<file path="config.mk">
export PLATFORM = sky130hd
export DESIGN_NAME = dma_xfer_engine
export DESIGN_NICKNAME = d
export VERILOG_FILES = /design/src/rtl/dma_xfer_pkg.sv /design/src/rtl/dma_blk_plan.sv /design/src/rtl/dma_beat_gen.sv /design/src/rtl/dma_wback.sv /design/src/rtl/dma_xfer_engine.sv
export SDC_FILE = /design/constraint.sdc
export NUM_CORES = 1
export LEC_CHECK = 0
export BUFFER_PORTS_ARGS = -buffer_cell sky130_fd_sc_hd__buf_2
export CAP_MARGIN = 20
export CORE_ASPECT_RATIO = 2
export CORE_MARGIN = 2
export CORE_UTILIZATION = 59
export CTS_CLUSTER_DIAMETER = 100
export DETAILED_ROUTE_END_ITERATION = 12
export PLACE_DENSITY = 0.82
export SYNTH_ARGS = -nofsm -noshare
export SYNTH_HDL_FRONTEND = slang
export SYNTH_SLANG_ARGS = --single-unit
</file>
<file path="constraint.sdc">
create_clock -name clk -period 9.58 [get_ports clk]
set_clock_uncertainty 0.1 [all_clocks]
set_input_delay 0.479 -clock clk [delete_from_list [all_inputs] [get_ports clk]]
set_output_delay 0.479 -clock clk [all_outputs]
set_load 0.05 [all_outputs]
</file>
<file path="src/rtl/dma_xfer_pkg.sv">
package dma_xfer_pkg;

  localparam int REG_W  = 16;
  localparam int PAGE_W = 8;
  localparam int PHYS_W = REG_W + 2 * PAGE_W;

  typedef enum logic [1:0] {
    ST_IDLE,
    ST_PLAN,
    ST_BEAT,
    ST_WBACK
  } eng_state_t;

  // Physical byte address of one unit: pages on top, the 16-bit
  // channel address below, doubled for word channels.
  function automatic logic [PHYS_W-1:0] phys_addr(
    input logic              word,
    input logic [REG_W-1:0]  a,
    input logic [PAGE_W-1:0] pg,
    input logic [PAGE_W-1:0] hi
  );
    logic [REG_W-1:0] lo;
    lo = word ? {a[REG_W-2:0], 1'b0} : a;
    return {hi, pg, lo};
  endfunction

  // Register value moved by a signed number of units, modulo 2^REG_W.
  function automatic logic [REG_W-1:0] reg_step(
    input logic [REG_W-1:0] v,
    input logic [REG_W-1:0] n,
    input logic             up
  );
    return up ? v + n : v - n;
  endfunction

endpackage

</file>
<file path="src/rtl/dma_blk_plan.sv">
module dma_blk_plan #(
  parameter int REG_W   = 16,
  parameter int AVAIL_W = 20,
  localparam int UW     = REG_W + 1,
  localparam int BW     = AVAIL_W + 2
) (
  input  logic               word_i,
  input  logic [REG_W-1:0]   cnt_i,
  input  logic [AVAIL_W-1:0] avail_i,
  input  logic [AVAIL_W-1:0] offset_i,
  input  logic [AVAIL_W-1:0] bufsize_i,
  output logic [UW-1:0]      units_o,
  output logic [AVAIL_W-1:0] bytes_o,
  output logic               short_o,
  output logic               more_o,
  output logic               oob_o
);

  logic [BW-1:0] prog_units, prog_bytes, avail_w, fit_units, units_w, bytes_w;

  always_comb begin
    prog_units = BW'(cnt_i) + BW'(1);
    prog_bytes = word_i ? (prog_units << 1) : prog_units;
    avail_w    = BW'(avail_i);
    fit_units  = word_i ? (avail_w >> 1) : avail_w;
    short_o    = avail_w < prog_bytes;
    more_o     = avail_w > prog_bytes;
    units_w    = short_o ? fit_units : prog_units;
    bytes_w    = word_i ? (units_w << 1) : units_w;
    oob_o      = (BW'(offset_i) + bytes_w) > BW'(bufsize_i);
    units_o    = units_w[UW-1:0];
    bytes_o    = bytes_w[AVAIL_W-1:0];
  end

endmodule

</file>
<file path="src/rtl/dma_beat_gen.sv">
module dma_beat_gen #(
  parameter int AW = 16,
  parameter int UW = 17
) (
  input  logic          clk,
  input  logic          rst_n,
  input  logic          load_i,
  input  logic [AW-1:0] load_addr_i,
  input  logic [UW-1:0] load_units_i,
  input  logic          adv_i,
  output logic [AW-1:0] addr_o,
  output logic          last_o
);

  logic [AW-1:0] run_addr_q;
  logic [UW-1:0] left_q;

  always_ff @(posedge clk or negedge rst_n) begin
    if (!rst_n) begin
      run_addr_q <= '0;
      left_q     <= '0;
    end else if (load_i) begin
      run_addr_q <= load_addr_i;
      left_q     <= load_units_i;
    end else if (adv_i) begin
      run_addr_q <= run_addr_q + AW'(1);
      left_q     <= left_q - UW'(1);
    end
  end

  assign addr_o = run_addr_q;
  assign last_o = (left_q == UW'(1));

endmodule

</file>
<file path="src/rtl/dma_wback.sv">
module dma_wback
  import dma_xfer_pkg::*;
#(
  parameter int UW = REG_W + 1
) (
  input  logic [REG_W-1:0] cur_addr_i,
  input  logic [REG_W-1:0] cur_cnt_i,
  input  logic [REG_W-1:0] base_addr_i,
  input  logic [REG_W-1:0] base_cnt_i,
  input  logic [UW-1:0]    units_i,
  input  logic             reload_i,
  output logic [REG_W-1:0] addr_o,
  output logic [REG_W-1:0] cnt_o
);

  logic [REG_W-1:0] moved;
  logic             unused_top;

  assign moved      = units_i[REG_W-1:0];
  assign unused_top = units_i[UW-1];

  always_comb begin
    if (reload_i) begin
      addr_o = base_addr_i;
      cnt_o  = base_cnt_i;
    end else begin
      addr_o = reg_step(cur_addr_i, moved, 1'b1);
      cnt_o  = reg_step(cur_cnt_i, moved, 1'b0);
    end
  end

endmodule

</file>
<file path="src/rtl/dma_xfer_engine.sv">
module dma_xfer_engine
  import dma_xfer_pkg::*;
#(
  parameter int CH_W        = 3,
  parameter int WORD_CH_MIN = 5,
  parameter int AVAIL_W     = 20
) (
  input  logic               clk,
  input  logic               rst_n,
  input  logic               start_i,
  input  logic [CH_W-1:0]    start_ch_i,
  input  logic               masked_i,
  input  logic               autoinit_i,
  input  logic [15:0]        cur_addr_i,
  input  logic [15:0]        cur_cnt_i,
  input  logic [15:0]        base_addr_i,
  input  logic [15:0]        base_cnt_i,
  input  logic [7:0]         page_i,
  input  logic [7:0]         page_hi_i,
  input  logic [AVAIL_W-1:0] avail_i,
  input  logic [AVAIL_W-1:0] offset_i,
  input  logic [AVAIL_W-1:0] bufsize_i,
  input  logic               mem_ready_i,
  output logic               mem_req_o,
  output logic [31:0]        mem_addr_o,
  output logic               mem_word_o,
  output logic               reg_wr_o,
  output logic [CH_W-1:0]    reg_ch_o,
  output logic [15:0]        reg_addr_o,
  output logic [15:0]        reg_cnt_o,
  output logic               done_o,
  output logic               err_o,
  output logic               busy_o
);

  localparam int UW = REG_W + 1;

  function automatic logic word_of(input logic [CH_W-1:0] c);
    return int'(c) >= WORD_CH_MIN;
  endfunction

  eng_state_t state_q;

  logic [CH_W-1:0]    ch_q;
  logic               word_q, auto_q;
  logic [REG_W-1:0]   addr_q, cnt_q, base_addr_q, base_cnt_q;
  logic [PAGE_W-1:0]  page_q, hi_q;
  logic [AVAIL_W-1:0] avail_q, off_q, bsz_q;
  logic [UW-1:0]      units_q;
  logic [AVAIL_W-1:0] bytes_q;
  logic               short_q, more_q;

  // Named events for the checker
  logic               start_take, plan_ok, beat_fire, last_beat, block_end, chain;
  logic [UW-1:0]      p_units;
  logic [AVAIL_W-1:0] p_bytes;
  logic               p_short, p_more, p_oob;
  logic [REG_W-1:0]   bg_addr, wb_addr, wb_cnt;

  dma_blk_plan #(.REG_W(REG_W), .AVAIL_W(AVAIL_W)) u_plan (
    .word_i   (word_q),
    .cnt_i    (cnt_q),
    .avail_i  (avail_q),
    .offset_i (off_q),
    .bufsize_i(bsz_q),
    .units_o  (p_units),
    .bytes_o  (p_bytes),
    .short_o  (p_short),
    .more_o   (p_more),
    .oob_o    (p_oob)
  );

  assign start_take = (state_q == ST_IDLE) && start_i && !masked_i;
  assign plan_ok    = (state_q == ST_PLAN) && !p_oob;
  assign beat_fire  = (state_q == ST_BEAT) && mem_ready_i;
  assign block_end  = (state_q == ST_WBACK);
  assign chain      = more_q && auto_q;

  dma_beat_gen #(.AW(REG_W), .UW(UW)) u_beat (
    .clk         (clk),
    .rst_n       (rst_n),
    .load_i      (plan_ok),
    .load_addr_i (addr_q),
    .load_units_i(p_units),
    .adv_i       (beat_fire),
    .addr_o      (bg_addr),
    .last_o      (last_beat)
  );

  dma_wback #(.UW(UW)) u_wb (
    .cur_addr_i (addr_q),
    .cur_cnt_i  (cnt_q),
    .base_addr_i(base_addr_q),
    .base_cnt_i (base_cnt_q),
    .units_i    (units_q),
    .reload_i   (!short_q && auto_q),
    .addr_o     (wb_addr),
    .cnt_o      (wb_cnt)
  );

  always_ff @(posedge clk or negedge rst_n) begin
    if (!rst_n) begin
      state_q     <= ST_IDLE;
      ch_q        <= '0;
      word_q      <= 1'b0;
      auto_q      <= 1'b0;
      addr_q      <= '0;
      cnt_q       <= '0;
      base_addr_q <= '0;
      base_cnt_q  <= '0;
      page_q      <= '0;
      hi_q        <= '0;
      avail_q     <= '0;
      off_q       <= '0;
      bsz_q       <= '0;
      units_q     <= '0;
      bytes_q     <= '0;
      short_q     <= 1'b0;
      more_q      <= 1'b0;
    end else begin
      unique case (state_q)
        ST_IDLE: if (start_take) begin
          ch_q        <= start_ch_i;
          word_q      <= word_of(start_ch_i);
          auto_q      <= autoinit_i;
          addr_q      <= cur_addr_i;
          cnt_q       <= cur_cnt_i;
          base_addr_q <= base_addr_i;
          base_cnt_q  <= base_cnt_i;
          page_q      <= page_i;
          hi_q        <= page_hi_i;
          avail_q     <= avail_i;
          off_q       <= offset_i;
          bsz_q       <= bufsize_i;
          state_q     <= ST_PLAN;
        end
        ST_PLAN: begin
          if (p_oob) begin
            state_q <= ST_IDLE;
          end else begin
            units_q <= p_units;
            bytes_q <= p_bytes;
            short_q <= p_short;
            more_q  <= p_more;
            state_q <= (p_units == '0) ? ST_WBACK : ST_BEAT;
          end
        end
        ST_BEAT: if (beat_fire && last_beat) state_q <= ST_WBACK;
        ST_WBACK: begin
          if (chain) begin
            avail_q <= avail_q - bytes_q;
            off_q   <= off_q + bytes_q;
            addr_q  <= base_addr_q;
            cnt_q   <= base_cnt_q;
            state_q <= ST_PLAN;
          end else begin
            state_q <= ST_IDLE;
          end
        end
        default: state_q <= ST_IDLE;
      endcase
    end
  end

  assign mem_req_o  = (state_q == ST_BEAT);
  assign mem_addr_o = phys_addr(word_q, bg_addr, page_q, hi_q);
  assign mem_word_o = word_q;
  assign reg_wr_o   = block_end;
  assign reg_ch_o   = ch_q;
  assign reg_addr_o = wb_addr;
  assign reg_cnt_o  = wb_cnt;
  assign done_o     = block_end && !chain;
  assign err_o      = (state_q == ST_PLAN) && p_oob;
  assign busy_o     = (state_q != ST_IDLE);

endmodule

</file>
==> results of run 1 <==
worst max-delay path: cells and delay by family, from the launching register on:
kind / cells / cell delay (ps)
compound gates: 13 / 2810
xor+xnor: 1 / 160
fa+ha+maj: 3 / 860
buf+inv: 3 / 430
flops: 1 / 480
mux: 3 / 890
simple gates: 10 / 2280
cells by family after synthesis:
kind of cell             count (synthesis)
XOR/XNOR                                96
flip-flops                             218
multiplexers                            93
AND/OR/NAND/NOR                        795
buffers and inverters                  177
AO/OA/AOI/OAI                          413
other                                    1
adder cells (fa/ha/maj)                135
registers in the layout, indices dropped and copies added, names as in the netlist, named ones only:
signal,flops
page_q,8
bytes_q,20
u_beat.left_q,17
hi_q,8
units_q,16
more_q,1
reg_ch_o,3
auto_q,1
cnt_q,16
bsz_q,20
off_q,20
base_cnt_q,16
state_q,1
short_q,1
avail_q,20
base_addr_q,16
mem_word_o,1
u_beat.addr_o,16
addr_q,16
how the worst max path moves through the flow:
| stage | startpoint | slack, ps | to |
|---|---|---|---|
| 3_5_place_dp | cnt_q[7] | 890 | u_beat.addr_o[10] |
| 4_1_cts | cnt_q[7] | 450 | err_o |
| 2_1_floorplan | mem_word_o | 1410 | bytes_q[10] |
| 5_1_grt | cnt_q[7] | 80 | err_o |
| 6_report | cnt_q[7] | 520 | err_o |
| 3_3_place_gp | cnt_q[7] | 1050 | units_q[4] |
per-stage QoR:
| stage | cells | hold slack [ps] | utilization (%) |
|---|---|---|---|
| after detailed placement | 2435 | 362 | 65.3 |
| after global routing | 2477 | 30.0 | 68.5 |
| after global placement | 2435 | 352 | 65.3 |
| after CTS | 2476 | 19.5 | 68.4 |
| final | 2477 | 25.9 | 68.5 |
| after floorplan | 1929 | 83.4 | - |
area by class of cell:
type                    count  area share (%)
inverters                  99            2.07
multi-input cells        1534            53.5
flip-flops and latches    218            30.3
clock buffers              26            3.37
clock inverters            14            1.05
well taps                 344            2.39
repair buffers            242            7.27
what timing repair did:
| action | 4_1_cts | 5_1_grt |
|---|---|---|
| gates resized for setup | 0 | 1 |
| hold buffers | 1 | 0 |
| setup endpoints to repair | 0 | 1 |
| hold endpoints to repair | 102 | 0 |
layout by cell type, fill, tap and decap left out, drive strengths merged, types with 8 or more instances in the layout:
cell type	count
nor3	40
or2	8
a21o	37
nand2b	17
o31ai	8
nor2b	21
a211oi	19
ha	130
a21oi	109
a31oi	49
clkbuf	26
nand4	20
o21a	10
nor4	13
dfrtp	218
xnor2	51
mux2i	37
xor2	45
mux2	56
nand3	50
buf	241
inv	99
nand2	418
and3	21
nor2	152
or3	13
o21ai	120
per-layer routing:
layer,vias to the layer above,routed length (um),part of all wire [%]
met5,-,0,0
met4,0,4180,8.3
met3,206,2470,4.9
met2,560,26500,53
met1,7240,17200,34
li1,7075,-,-
==> run_results.csv, run 1 <==
group,metric,value,unit
status,status,"finished clean",
clocking,cts_tree,"built",
critical_path,r2r-end,"u_beat.addr_o[10]",
sta,final_hold_viol_count,0,
critical_path,startpoint_type,"flip-flop",
global_routing,grt_pass1_vias,15300,
global_routing,overflow,0,
layout,drive_above_1_share,16.9,%
critical_path,critical_path_class,"flip-flop to primary output",
yosys,synthTopCellsByArea,"dfrtp_1 35%, ha_1 10%, nand2_1 10%",
routing,vias,15100,
critical_path,r2r_cells,34,
placement,pre_cts_slack,890,ps
routing,drc,0,
min_path,min-delay-start,"page_i[2]",
floorplanning,rows,84,
yosys,synth_cells,1928,
critical_path,worstPathArrival,8480,ps
routing,viasPerCell,6.09,
routing,drtIter0Drc,1021,
job,drv_cap,0,
yosys,synthMuxAreaShare,6.36,%
floorplanning,fp.dieH,235,um
layout,final_nets,2401,
clocking,cts_setup_buffers,0,
yosys,yosys_most_used_dff,"dfrtp_1",
placement,placed_cell_area,17200,um2
critical_path,crit_fanout,12,
critical_path,critical_path.max_stage_delay,580,ps
layout,seqCellArea,5460,um2
floorplanning,initial_core_util,59.9,%
clocking,clkTransAtPathRegs,70,ps
min_path,hold_path.class,"input port to flip-flop",
sta,fmax,110,MHz
yosys,synth_top_family_by_area,"simple AND/OR/NAND/NOR gates",
routing,drt_pass1_iterations,5,
yosys,yosys.area_share.adder,11.0,%
clocking,cts_max_path_buffers,3,
sta,finalSetupTns,0,ps
sta,fin_crit_sh,94.5,%
placement,io_buffers,221,
critical_path,slowest_stage,"or4_1",
yosys,ys_types,72,
global_routing,antenna_found_initial,0,
yosys,synth_commonest_cells,"418 x nand2_1, 218 x dfrtp_1, 152 x nor2_1, 130 x ha_1, 117 x o21ai_0",
routing,ant_nets,0,
floorplanning,io-pin-count,222,
floorplanning,fp.dieW,120,um
routing,wire_per_inst,20.4,um
critical_path,reg2reg_from,"cnt_q[7]",
global_routing,grt_pass1_wl,78.5,mm
sta,period_needed,9060,ps
yosys,ys_async_sr_fraction,100,%
critical_path,reg2reg_slack,890,ps
clocking,htreeDepth,1,
sta,timing.final.max_slew_violations,0,
routing,routed_wl,50.4,mm
global_routing,busiest_layer,"met2",
yosys,yosys.area_share.simple,22.0,%
layout,syn_to_final_growth,14.3,%
yosys,avgSynthCellArea,8.16,um2
placement,hpwl,37.6,mm
sta,slew_headroom,39.2,%
min_path,timing.hold.worst_path_depth,3,
clocking,worstSkewPairLatency,540,ps
yosys,synth-compound-area-share,16.2,%
yosys,yosys.area_share.xor_xnor,5.34,%
clocking,cts_root_buf,"clkbuf_16",
layout,fillers,2193,
floorplanning,die_area,28100,um2
layout,multiInputGateArea,9630,um2
floorplanning,core_area,26300,um2
min_path,hold_end,"page_q[2]",
global_routing,grtUsageMet3,3.76,%
yosys,yosysWarnings,0,
global_routing,grt_max_degree,104,
critical_path,cp_common_cell,"a21o_1",
sta,setup_ws,524,ps
layout,diodes,0,
yosys,synth_top_area_share,34.7,%
yosys,synth_top_area_cell,"dfrtp_1",
global_routing,grt_util_all_layers,35.4,%
layout,stdcell_area,18000,um2
global_routing,met2_usage,65.0,%
clocking,clock_sinks,218,
yosys,yosysSeqAreaShare,34.7,%
sta,setup_viol,0,
yosys,yosysMostFrequentCell,"nand2_1",
yosys,syn-cell-area,15700,um2
yosys,synth_edf_count,0,
critical_path,cp-end-kind,"primary output",
sta,tightest_slew,912,ps
clocking,cts-buffers-inserted,22,
placement,gp_congestion,1.02,
sta,rsz0062_at_grt,"no",
global_routing,grt_util_met1,36.3,%
yosys,ys_seq_elements,218,
critical_path,worstPathRequired,9000,ps
Power of run 1 is not shown: default switching activity piles up to over one toggle a cycle in this logic, so the estimate is an artifact.
==> run 2, diff against run 1 <==
- CORE_UTILIZATION: 59 -> 39
- PLACE_DENSITY: 0.82 -> not set
==> run 2 against run 1 <==
Against the previous run: non-clock buffer count up 19; register-to-register slack gained 120 ps; sequential share of layout area decreased by 0.75 points; critical path depth fell by 1; final cell count increased by 8.6%; global-route usage decreased by 9.7 points; hold slack got worse by 6.2 ps; critical path type unchanged; highest routed layer unchanged.
==> run_results.csv, run 2 (synthesized netlist as in run 1, its figures left out) <==
group,metric,value,unit
clocking,cts_root_buf,"clkbuf_16",
sta,rsz0062_at_grt,"no",
routing,routed_wl,54.9,mm
routing,drt_pass1_iterations,5,
min_path,hold_path.class,"input port to flip-flop",
layout,syn_to_final_growth,17.3,%
clocking,cts-buffers-inserted,25,
layout,final_nets,2423,
global_routing,grt_util_all_layers,25.6,%
critical_path,cp_common_cell,"ha_1",
sta,fmax,109,MHz
routing,highest_layer,"met4",
clocking,htreeDepth,1,
routing,drtIter0Drc,680,
routing,drc,0,
sta,timing.final.max_slew_violations,0,
global_routing,overflow,0,
routing,wl_met2,29.7,mm
layout,seqCellArea,5460,um2
floorplanning,core_area,40100,um2
critical_path,slowest_stage,"or4_1",
layout,final_common_cell,"nand2_1",
critical_path,critical_path_class,"flip-flop to primary output",
sta,holdWs,19.7,ps
routing,viasPerCell,5.46,
layout,drive_above_1_share,17.7,%
routing,wl_met1,19.9,mm
floorplanning,fp.dieW,146,um
sta,final_hold_viol_count,0,
routing,ant_nets,0,
layout,fillers,4091,
critical_path,worstPathRequired,9000,ps
job,drv_cap,0,
critical_path,startpoint_type,"flip-flop",
floorplanning,initial_core_util,39.3,%
sta,period_needed,9140,ps
global_routing,grt_pass1_wl,84.4,mm
floorplanning,rows,104,
placement,gp_congestion,0.930,
floorplanning,die_area,42100,um2
clocking,worstSkewPairLatency,560,ps
sta,setup_viol,0,
sta,finalSetupTns,0,ps
global_routing,grt_pass1_vias,15000,
routing,vias,14700,
clocking,cts_tree,"built",
global_routing,antenna_found_initial,1,
clocking,clock_sinks,218,
sta,slew_headroom,28.2,%
routing,wl_met3,2.10,mm
placement,io_buffers,221,
clocking,clkTransAtPathRegs,70,ps
sta,setup_ws,442,ps
critical_path,critical_path.max_stage_delay,640,ps
clocking,cts_max_path_buffers,3,
sta,tightest_slew,1080,ps
placement,hpwl,41.5,mm
status,status,"finished clean",
floorplanning,io-pin-count,222,
routing,wire_per_inst,20.4,um
critical_path,crit_fanout,8,
global_routing,grt_max_degree,123,
critical_path,cp-end-kind,"primary output",
layout,multiInputGateArea,9660,um2
sta,fin_crit_sh,95.4,%
critical_path,worstPathArrival,8560,ps
floorplanning,fp.dieH,288,um
layout,mostFrequentLayoutCells,"416 x nand2_1, 220 x buf_2, 214 x dfrtp_1",
placement,pre_cts_slack,882,ps
## run 2: cell types whose count changed in the layout (fill, tap and decap cells not counted), sizes merged
cell,before,now
inv,99,100
diode,0,1
dlygate4sd3,1,13
clkinvlp,3,2
clkbuf,26,27
clkinv,7,12
buf,241,248
## run 2: routing by layer
metal	vias to the layer above	GRT usage [%]
met3	123	2.60
met2	408	49.6
met4	0	13.8
li1	7130	-
met5	-	0
met1	7009	27.0
## run 2: final cells by class
| type | instances | share of cell area (%) |
|---|---|---|
| inverters | 99 | 2.01 |
| clock inverters | 19 | 1.15 |
| diodes | 1 | 0.0136 |
| flip-flops and latches | 218 | 29.6 |
| well taps | 530 | 3.59 |
| multi-input cells | 1534 | 52.3 |
| clock buffers | 27 | 3.43 |
| repair buffers | 261 | 7.92 |
## run 2: timing repair
item                       in CTS  in global routing
setup endpoints to repair       0                  1
resized for setup               0                 10
hold endpoints to repair       90                  0
setup buffers                   0                  5
hold buffers                   13                  0
## run 2: critical path: cells and delay by family (launching register included)
family | cells | cell delay [ps]
compound gates | 13 | 2740
xor+xnor | 1 | 190
buf+inv | 2 | 280
simple gates | 10 | 2640
mux | 2 | 540
fa+ha+maj | 4 | 1160
flops | 1 | 450
## run 2: stage by stage
step	area [um2]	cells	util, %
floorplan	15700	1929	-
global placement	17400	2624	43.4
detailed placement	17400	2624	43.4
CTS	18400	2683	45.9
global route	18500	2689	46.1
finish	18500	2689	46.1
## run 2: path summary, 6_finish.rpt
kind | from | endpoint | slack (ps) | cells after the start
min in group asynchronous | rst_n | hi_q[7] | 480 | 2
setup reg to reg | cnt_q[3] | bytes_q[5] | 1010 | 32
hold / removal | base_addr_i[3] | base_addr_q[3] | 20 | 3
setup / recovery | cnt_q[3] | err_o | 440 | 32
max in group asynchronous | rst_n | cnt_q[2] | 7390 | 3
hold reg to reg | reg_ch_o[1] | reg_ch_o[1] | 370 | 2
Power of run 2 is left out for the same reason.
==> run 3, diff against run 2 <==
- CELL_PAD_IN_SITES_DETAIL_PLACEMENT: not set -> 0
- CELL_PAD_IN_SITES_GLOBAL_PLACEMENT: not set -> 1
- PLACE_DENSITY_LB_ADDON: not set -> 0.1
==> run 3 against run 2 <==
Against the previous run: register-to-register slack gained 20 ps; die area did not move; global-route usage increased by 0.39 points; routed wire length grew 1.4%; critical path type unchanged; sequential cell count did not move; utilization is essentially flat; sequential share of layout area about the same; maximum frequency is 1.4% higher; via count is 0.98% lower; hold slack worse by 5.7 ps; final area about the same; highest routed layer unchanged.
==> run_results.csv, run 3 (synthesized netlist as in run 1, its figures left out) <==
group,metric,value,unit
critical_path,reg2reg_from,"cnt_q[3]",
layout,syn_to_final_growth,17.3,%
global_routing,grt_util_all_layers,26.0,%
critical_path,startpoint_type,"flip-flop",
global_routing,busiest_layer,"met2",
sta,period_needed,9010,ps
layout,mostFrequentLayoutCells,"416 x nand2_1, 220 x buf_2, 212 x dfrtp_1",
sta,setup_viol,0,
floorplanning,fp.dieH,288,um
clocking,clock_sinks,218,
status,status,"finished clean",
clocking,clkTransAtPathRegs,70,ps
floorplanning,core_area,40100,um2
placement,dp_cells,2620,
critical_path,worstPathArrival,8440,ps
floorplanning,fp.dieW,146,um
critical_path,slowest_stage,"or4_4",
sta,rsz0062_at_grt,"no",
global_routing,grt_max_degree,103,
layout,stdcell_count,2687,
min_path,timing.hold.worst_path_depth,3,
global_routing,overflow,0,
routing,routed_wl,55.7,mm
critical_path,reg2reg_slack,1030,ps
min_path,hold_end,"hi_q[5]",
global_routing,grtUsageMet3,2.42,%
sta,setup_ws,565,ps
routing,vias,14500,
sta,fmax,111,MHz
routing,drtIter0Drc,600,
global_routing,grt_pass1_wl,85.4,mm
sta,finalSetupTns,0,ps
floorplanning,rows,104,
global_routing,grt_pass1_vias,15000,
min_path,hold_path.class,"input port to flip-flop",
layout,drive_above_1_share,17.5,%
sta,fin_crit_sh,94.1,%
critical_path,cp-end-kind,"primary output",
placement,io_buffers,221,
critical_path,critical_path.max_stage_delay,590,ps
placement,pre_cts_slack,662,ps
min_path,min-delay-start,"page_hi_i[5]",
placement,gp_congestion,0.916,
routing,drc,0,
clocking,cts_max_path_buffers,3,
critical_path,worstPathRequired,9000,ps
global_routing,grt_util_met1,27.0,%
floorplanning,die_area,42100,um2
critical_path,r2r_cells,31,
global_routing,antenna_found_initial,0,
routing,wire_per_inst,20.7,um
layout,fin_util,46.1,%
layout,diodes,0,
critical_path,r2r-end,"bytes_q[13]",
routing,ant_nets,0,
layout,final_common_cell,"nand2_1",
layout,fillers,4153,
clocking,cts_tree,"built",
clocking,cts-buffers-inserted,25,
floorplanning,initial_core_util,39.3,%
clocking,cts_root_buf,"clkbuf_16",
placement,hpwl,42.7,mm
sta,tightest_slew,966,ps
floorplanning,io-pin-count,222,
job,drv_cap,0,
clocking,htreeDepth,1,
layout,final_nets,2422,
routing,viasPerCell,5.41,
sta,final_hold_viol_count,0,
sta,slew_headroom,35.6,%
critical_path,critical_path_class,"flip-flop to primary output",
global_routing,met2_usage,51.2,%
clocking,worstSkewPairLatency,570,ps
sta,timing.final.max_slew_violations,0,
routing,drt_pass1_iterations,5,
critical_path,crit_fanout,12,
run 3: through the flow:
stage / cell area [um2] / hold slack [ps]
after floorplan: 15700 / 83.4
after global placement: 17400 / 354
after detailed placement: 17400 / 357
after CTS: 18400 / 0.112
after global routing: 18500 / 19.4
final: 18500 / 14.0
run 3: what timing repair did:
action,CTS,global route
gates resized for setup,0,16
setup buffers,0,1
endpoints found under the hold margin,119,0
endpoints found under the setup margin,0,16
hold buffers,20,0
run 3: worst max path at each step:
stage / startpoint / endpoint / cells after the start
after floorplan: mem_word_o / bytes_q[10] / 34
after global placement: cnt_q[0] / bytes_q[6] / 32
after detailed placement: cnt_q[0] / bytes_q[3] / 32
after CTS: cnt_q[0] / err_o / 32
after global routing: cnt_q[3] / err_o / 32
final: cnt_q[3] / err_o / 31
run 3: cell type report:
| cell class | count | area [um2] | share of cell area (%) |
|---|---|---|---|
| Multi-Input combinational cell | 1534 | 9680 | 52.4 |
| Sequential cell | 218 | 5460 | 29.6 |
| Timing Repair Buffer | 260 | 1460 | 7.90 |
| Clock buffer | 30 | 664 | 3.60 |
| Tap cell | 530 | 663 | 3.59 |
| Inverter | 99 | 372 | 2.01 |
| Clock inverter | 16 | 173 | 0.935 |
run 3: worst max-delay path, delay by kind of cell (launching register included):
kind	cells	cell delay (ps)
DFF	1	450
and+or+nand+nor	10	2540
AOI/OAI and AO/OA	12	2840
xor gates and xnor gates	1	150
buffers and inverters	2	260
adders and majority gates	3	810
muxes	3	820
run 3: layer usage:
| metal | part of all wire (%) | vias up |
|---|---|---|
| li1 | - | 7111 |
| met1 | 37 | 6960 |
| met2 | 54 | 341 |
| met3 | 3.2 | 114 |
| met4 | 6.0 | 0 |
| met5 | 0 | - |
Power of run 3 is left out for the same reason.
